<file path="config.mk">
export PLATFORM = sky130hd
export DESIGN_NAME = obi_mem_bridge
export DESIGN_NICKNAME = d
export VERILOG_FILES = /design/src/rtl/obi_mem_bridge_pkg.sv /design/src/rtl/obi_mem_bridge_track.sv /design/src/rtl/obi_mem_bridge_hold.sv /design/src/rtl/obi_mem_bridge_admit.sv /design/src/rtl/obi_mem_bridge.sv
export SDC_FILE = /design/constraint.sdc
export NUM_CORES = 1
export LEC_CHECK = 0
export ABC_CLOCK_PERIOD_IN_PS = 1400
export BUFFER_PORTS_ARGS = -buffer_cell sky130_fd_sc_hd__buf_2
export CORE_MARGIN = 1
export CORE_UTILIZATION = 37
export CTS_CLUSTER_DIAMETER = 30
export DETAILED_ROUTE_END_ITERATION = 8
export MAX_ROUTING_LAYER = met4
export PLACE_DENSITY = 0.8
export SLEW_MARGIN = 40
export SYNTH_ARGS = -nofsm -noshare
export SYNTH_HDL_FRONTEND = slang
export SYNTH_SLANG_ARGS = --single-unit
</file>
<file path="constraint.sdc">
create_clock -name clk_i -period 1.4 [get_ports clk_i]
set_input_delay 0.07 -clock clk_i [delete_from_list [all_inputs] [get_ports clk_i]]
set_output_delay 0.07 -clock clk_i [all_outputs]
set_load 0.1 [all_outputs]
</file>
<file path="src/rtl/obi_mem_bridge_pkg.sv">
package obi_mem_bridge_pkg;

  typedef enum logic {
    SRC_PIPE = 1'b0,
    SRC_HOLD = 1'b1
  } rsp_src_e;

endpackage

</file>
<file path="src/rtl/obi_mem_bridge_track.sv">
module obi_mem_bridge_track #(
  parameter int unsigned LAT  = 1,
  parameter int unsigned ID_W = 4
) (
  input  logic            clk_i,
  input  logic            rst_ni,
  input  logic            push_i,
  input  logic            push_we_i,
  input  logic [ID_W-1:0] push_id_i,
  output logic            pop_valid_o,
  output logic            pop_we_o,
  output logic [ID_W-1:0] pop_id_o
);

  logic            v_q  [LAT];
  logic            we_q [LAT];
  logic [ID_W-1:0] id_q [LAT];

  always_ff @(posedge clk_i or negedge rst_ni) begin
    if (!rst_ni) begin
      v_q[0]  <= 1'b0;
      we_q[0] <= 1'b0;
      id_q[0] <= '0;
    end else begin
      v_q[0]  <= push_i;
      we_q[0] <= push_we_i;
      id_q[0] <= push_id_i;
    end
  end

  for (genvar k = 1; k < LAT; k++) begin : g_stage
    always_ff @(posedge clk_i or negedge rst_ni) begin
      if (!rst_ni) begin
        v_q[k]  <= 1'b0;
        we_q[k] <= 1'b0;
        id_q[k] <= '0;
      end else begin
        v_q[k]  <= v_q[k-1];
        we_q[k] <= we_q[k-1];
        id_q[k] <= id_q[k-1];
      end
    end
  end

  assign pop_valid_o = v_q[LAT-1];
  assign pop_we_o    = we_q[LAT-1];
  assign pop_id_o    = id_q[LAT-1];

endmodule

</file>
<file path="src/rtl/obi_mem_bridge_hold.sv">
module obi_mem_bridge_hold
  import obi_mem_bridge_pkg::*;
#(
  parameter int unsigned DATA_W = 32,
  parameter int unsigned ID_W   = 4
) (
  input  logic              clk_i,
  input  logic              rst_ni,
  input  logic              emerge_valid_i,
  input  logic              emerge_we_i,
  input  logic [ID_W-1:0]   emerge_id_i,
  input  logic [DATA_W-1:0] mem_rdata_i,
  input  logic              rready_i,
  output logic              rvalid_o,
  output logic [DATA_W-1:0] rdata_o,
  output logic [ID_W-1:0]   rid_o,
  output logic              fire_o
);

  logic              hold_v_q;
  logic              hold_we_q;
  logic [ID_W-1:0]   hold_id_q;
  logic [DATA_W-1:0] hold_data_q;
  logic [DATA_W-1:0] emerge_data;
  logic              load;
  logic              hold_v_d;
  rsp_src_e          src;

  assign emerge_data = emerge_we_i ? '0 : mem_rdata_i;
  assign src         = hold_v_q ? SRC_HOLD : SRC_PIPE;

  // held entry always drains before a newer one
  always_comb begin
    unique case (src)
      SRC_HOLD: begin
        rdata_o = hold_data_q;
        rid_o   = hold_id_q;
      end
      default: begin
        rdata_o = emerge_data;
        rid_o   = emerge_id_i;
      end
    endcase
  end

  assign rvalid_o = hold_v_q | emerge_valid_i;
  assign fire_o   = rvalid_o & rready_i;

  assign load     = emerge_valid_i & (hold_v_q ? rready_i : ~rready_i);
  assign hold_v_d = hold_v_q ? (rready_i ? emerge_valid_i : 1'b1)
                             : (emerge_valid_i & ~rready_i);

  always_ff @(posedge clk_i or negedge rst_ni) begin
    if (!rst_ni) begin
      hold_v_q    <= 1'b0;
      hold_we_q   <= 1'b0;
      hold_id_q   <= '0;
      hold_data_q <= '0;
    end else begin
      hold_v_q <= hold_v_d;
      if (load) begin
        hold_we_q   <= emerge_we_i;
        hold_id_q   <= emerge_id_i;
        hold_data_q <= emerge_data;
      end
    end
  end

  AST_NO_OVERFLOW: assert property (@(posedge clk_i) disable iff (!rst_ni)
    !(hold_v_q && !rready_i && emerge_valid_i));

  AST_RSP_STABLE: assert property (@(posedge clk_i) disable iff (!rst_ni)
    (rvalid_o && !rready_i) |=> (rvalid_o && $stable(rid_o) && $stable(rdata_o)));

  AST_HELD_WR_ZERO: assert property (@(posedge clk_i) disable iff (!rst_ni)
    (hold_v_q && hold_we_q) |-> (rdata_o == '0));

endmodule

</file>
<file path="src/rtl/obi_mem_bridge_admit.sv">
module obi_mem_bridge_admit #(
  parameter int unsigned LAT = 1
) (
  input  logic clk_i,
  input  logic rst_ni,
  input  logic grant_i,
  input  logic fire_i,
  output logic accept_o,
  output logic busy_o
);

  localparam int unsigned CW = $clog2(LAT + 2);

  logic [CW-1:0] occ_q;

  // at most one unconsumed response may exist once the cycle ends
  assign accept_o = (occ_q == CW'(0)) || ((occ_q == CW'(1)) && fire_i);
  assign busy_o   = (occ_q != CW'(0));

  always_ff @(posedge clk_i or negedge rst_ni) begin
    if (!rst_ni) occ_q <= '0;
    else         occ_q <= occ_q + CW'(grant_i) - CW'(fire_i);
  end

  AST_NO_UNDERFLOW: assert property (@(posedge clk_i) disable iff (!rst_ni)
    fire_i |-> busy_o);

endmodule

</file>
<file path="src/rtl/obi_mem_bridge.sv">
module obi_mem_bridge #(
  parameter int unsigned ADDR_W  = 32,
  parameter int unsigned DATA_W  = 32,
  parameter int unsigned ID_W    = 4,
  parameter int unsigned MEM_LAT = 1,
  localparam int unsigned BE_W   = DATA_W / 8
) (
  input  logic              clk_i,
  input  logic              rst_ni,
  input  logic              obi_req_i,
  output logic              obi_gnt_o,
  input  logic [ADDR_W-1:0] obi_addr_i,
  input  logic              obi_we_i,
  input  logic [BE_W-1:0]   obi_be_i,
  input  logic [DATA_W-1:0] obi_wdata_i,
  input  logic [ID_W-1:0]   obi_aid_i,
  output logic              obi_rvalid_o,
  input  logic              obi_rready_i,
  output logic [DATA_W-1:0] obi_rdata_o,
  output logic [ID_W-1:0]   obi_rid_o,
  output logic              obi_err_o,
  output logic              mem_req_o,
  input  logic              mem_gnt_i,
  output logic [ADDR_W-1:0] mem_addr_o,
  output logic              mem_we_o,
  output logic [BE_W-1:0]   mem_be_o,
  output logic [DATA_W-1:0] mem_wdata_o,
  input  logic [DATA_W-1:0] mem_rdata_i
);

  logic            accept;
  logic            busy;
  logic            fire;
  logic            pop_valid;
  logic            pop_we;
  logic [ID_W-1:0] pop_id;

  assign mem_req_o   = obi_req_i & accept;
  assign obi_gnt_o   = mem_req_o & mem_gnt_i;
  assign mem_addr_o  = obi_addr_i;
  assign mem_we_o    = obi_we_i;
  assign mem_be_o    = obi_be_i;
  assign mem_wdata_o = obi_wdata_i;
  assign obi_err_o   = 1'b0;

  obi_mem_bridge_admit #(
    .LAT (MEM_LAT)
  ) i_admit (
    .clk_i    (clk_i),
    .rst_ni   (rst_ni),
    .grant_i  (obi_gnt_o),
    .fire_i   (fire),
    .accept_o (accept),
    .busy_o   (busy)
  );

  obi_mem_bridge_track #(
    .LAT  (MEM_LAT),
    .ID_W (ID_W)
  ) i_track (
    .clk_i       (clk_i),
    .rst_ni      (rst_ni),
    .push_i      (obi_gnt_o),
    .push_we_i   (obi_we_i),
    .push_id_i   (obi_aid_i),
    .pop_valid_o (pop_valid),
    .pop_we_o    (pop_we),
    .pop_id_o    (pop_id)
  );

  obi_mem_bridge_hold #(
    .DATA_W (DATA_W),
    .ID_W   (ID_W)
  ) i_hold (
    .clk_i          (clk_i),
    .rst_ni         (rst_ni),
    .emerge_valid_i (pop_valid),
    .emerge_we_i    (pop_we),
    .emerge_id_i    (pop_id),
    .mem_rdata_i    (mem_rdata_i),
    .rready_i       (obi_rready_i),
    .rvalid_o       (obi_rvalid_o),
    .rdata_o        (obi_rdata_o),
    .rid_o          (obi_rid_o),
    .fire_o         (fire)
  );

  AST_GNT_NEEDS_MEM: assert property (@(posedge clk_i) disable iff (!rst_ni)
    obi_gnt_o |-> (mem_gnt_i && obi_req_i));

  AST_NO_GNT_STALL: assert property (@(posedge clk_i) disable iff (!rst_ni)
    (obi_rvalid_o && !obi_rready_i) |-> !obi_gnt_o);

  AST_RSP_HAS_TXN: assert property (@(posedge clk_i) disable iff (!rst_ni)
    obi_rvalid_o |-> busy);

  AST_NO_ERR: assert property (@(posedge clk_i) disable iff (!rst_ni)
    !obi_err_o);

endmodule

</file>
==> results_dict.tcl <==
set metrics [dict create \
    status "complete, but fails checks" \
    failed_checks "setup timing" \
    mostFrequentLayoutCell "dfrtp_1" \
    tritoncts "built" \
    grt_pass1_vias 2265 \
    post-place-ws_ps -159 \
    floorplan.initialDensity 0.391 \
    path_clk_slew_ps 90 \
    worst-path-max-fanout 2 \
    rows 31 \
    layout_common_cells "dfrtp_1, buf_12, buf_2, inv_1" \
    hpwl_mm 6.04 \
    skew_ps 8.27 \
    grt_use_total 0.207 \
    finalSetupViolCount 72 \
    grt_pass1_wl_mm 12.6 \
    worst-setup-path-type "flop to output pin" \
    core_area_um2 7370 \
    fmax_mhz 603 \
    grt_antenna_before_repair 0 \
    powerDensity_nw_per_um2 1800 \
    clk_latency_ps 290 \
    p_leak_nw 2.12 \
    ys_types 21 \
    diodes 0 \
    wirelength_mm 8.08 \
    worstPathRequired_ps 1330 \
    cts_buffers 5 \
    avgSynthCellArea_um2 9.20 \
    port-buffer-count 81 \
    ys_warn_count 0 \
    dieArea_um2 8140 \
    vdd_ir_drop_max_v 0.00100 \
    synth_area_um2 2880 \
    seq_area_frac_synth 0.391 \
    boundaryPins 219 \
    wl_per_cell_um 18.2 \
    finalHoldViolCount 0 \
    cts_sinks 45 \
    die_w_um 90.2 \
    hold_class "input port to flop" \
    synthesis.nets 425 \
    slew_viol_final 0 \
    ys_ff_latch 45 \
    critPathLaunchType "flop" \
    fillers 589 \
    postRouteAntennaNets 0 \
    globalRoute.totalOverflow 0 \
    cts_buffer_depth 2 \
    fin_util 0.588 \
    htreeDepth 2 \
    netlist_instances 313 \
    drv_cap 0 \
    crit_arrival_ps 1590 \
    die_h_um 90.2 \
    syn_to_final_growth_pct 50.6 \
    finalCritPeriodShare 1.18 \
    end_kind "output pin" \
    drtIter0Drc 54 \
    total_power_mw 7.81 \
    layout_setup_ws_ps -258 \
    drive_above_1_share 0.472 \
    grt_max_degree 29 \
    root_buffer "clkbuf_8" \
    via_per_inst 4.72 \
    drc_errors 0 \
    nets 456 \
    dp_cells 420 \
    multi_input_area_um2 1440 \
    grt_setup_unrepaired "true" \
    period_needed_ps 1660 \
    fin_cells 444 \
    dr.pass1.iters 4 \
    gp_congestion 0.723 \
    vias 2097 \
    seq_area_um2 1130 \
]
[final timing paths]
check	from	to	slack [ps]	cells after the start
max in group asynchronous	rst_ni	i_hold.hold_v_q$_DFF_PN0_	620	3
min	mem_rdata_i[27]	i_hold.hold_data_q[27]$_DFFE_PN0P_	110	3
max reg2reg	i_hold.hold_v_q$_DFF_PN0_	i_admit.occ_q[1]$_DFF_PN0_	-240	7
max	i_hold.hold_v_q$_DFF_PN0_	obi_gnt_o	-260	5
min reg2reg	i_hold.hold_id_q[1]$_DFFE_PN0P_	i_hold.hold_id_q[1]$_DFFE_PN0P_	510	1
min in group asynchronous	rst_ni	i_hold.hold_data_q[7]$_DFFE_PN0P_	260	2
[state kept, by name (all words and copies together), names as in the netlist]
register / flops
i_hold.hold_id_q: 4
i_admit.occ_q: 2
i_track.pop_valid_o: 1
i_hold.hold_v_q: 1
i_track.pop_we_o: 1
i_hold.hold_data_q: 32
i_track.pop_id_o: 4
[synth_stat cells (all sizes together)]
master	count	area [um^2]
nand2	33	131
o21a	1	7.51
mux2i	32	320
xnor2	3	33.8
and4b	1	10.0
inv	35	131
ha	2	25.0
o21ai	32	160
buf	75	576
clkbuf	9	33.8
nand2b	33	206
mux2	8	90.1
maj3	1	10.0
and3b	1	8.76
dfrtp	45	1130
or2	1	6.26
conb	1	3.75
[per-stage QoR]
step / instance area (um^2) / TNS, ps / hold slack (ps)
3_3_place_gp: 3930 / -158 / 28.9
4_1_cts: 4290 / -11640 / 102
6_report: 4340 / -11090 / 105
2_1_floorplan: 3280 / -394 / -226
5_1_grt: 4340 / -15360 / 114
3_5_place_dp: 3930 / -1970 / 40.1
[cells by family (layout without fill, tap and decap cells)]
group,after synthesis,after routing,share of synthesized area
buf+inv,119,151,0.257
flops,45,45,0.391
simple gates,69,69,0.126
compound gates,33,33,0.0582
xor+xnor,3,3,0.0117
other cells,1,1,0.00130
fa+ha+maj,3,3,0.0122
mux,40,40,0.142
[cell type report]
cell class	instances	area share
flip-flops and latches	45	0.261
clock inverters	1	0.00692
clock buffers	7	0.0199
repair buffers	108	0.321
inverters	35	0.0303
multi-input cells	149	0.332
well taps	99	0.0286
[critical path, stage by stage (launching register included)]
cell and delay [ps]:
dfrtp_4 490, o21a_1 200, nand2b_4 140, and4b_4 190, buf_6 120, buf_12 150
[report_power, final]
group	total (mW)	switching [mW]	internal, mW
sequential	2.18	0.317	1.86
combinational	4.62	2.80	1.82
clock	1.01	0.431	0.582
[per-layer routing]
metal,wire [um],GRT usage
met1,2690,0.199
met2,4340,0.365
met3,892,0.0981
met4,154,0.0632
met5,0,-
[timing repair]
item / in CTS / in global routing
setup endpoints to repair: 76 / 77
buffers inserted: 4 / 1
gates resized for setup: 8 / 3
cloned: 4 / 1
pin swaps: 5 / 3
hold buffers: 6 / 0
endpoints found under the hold margin: 22 / 0
Power figures use the tool's default switching activity.
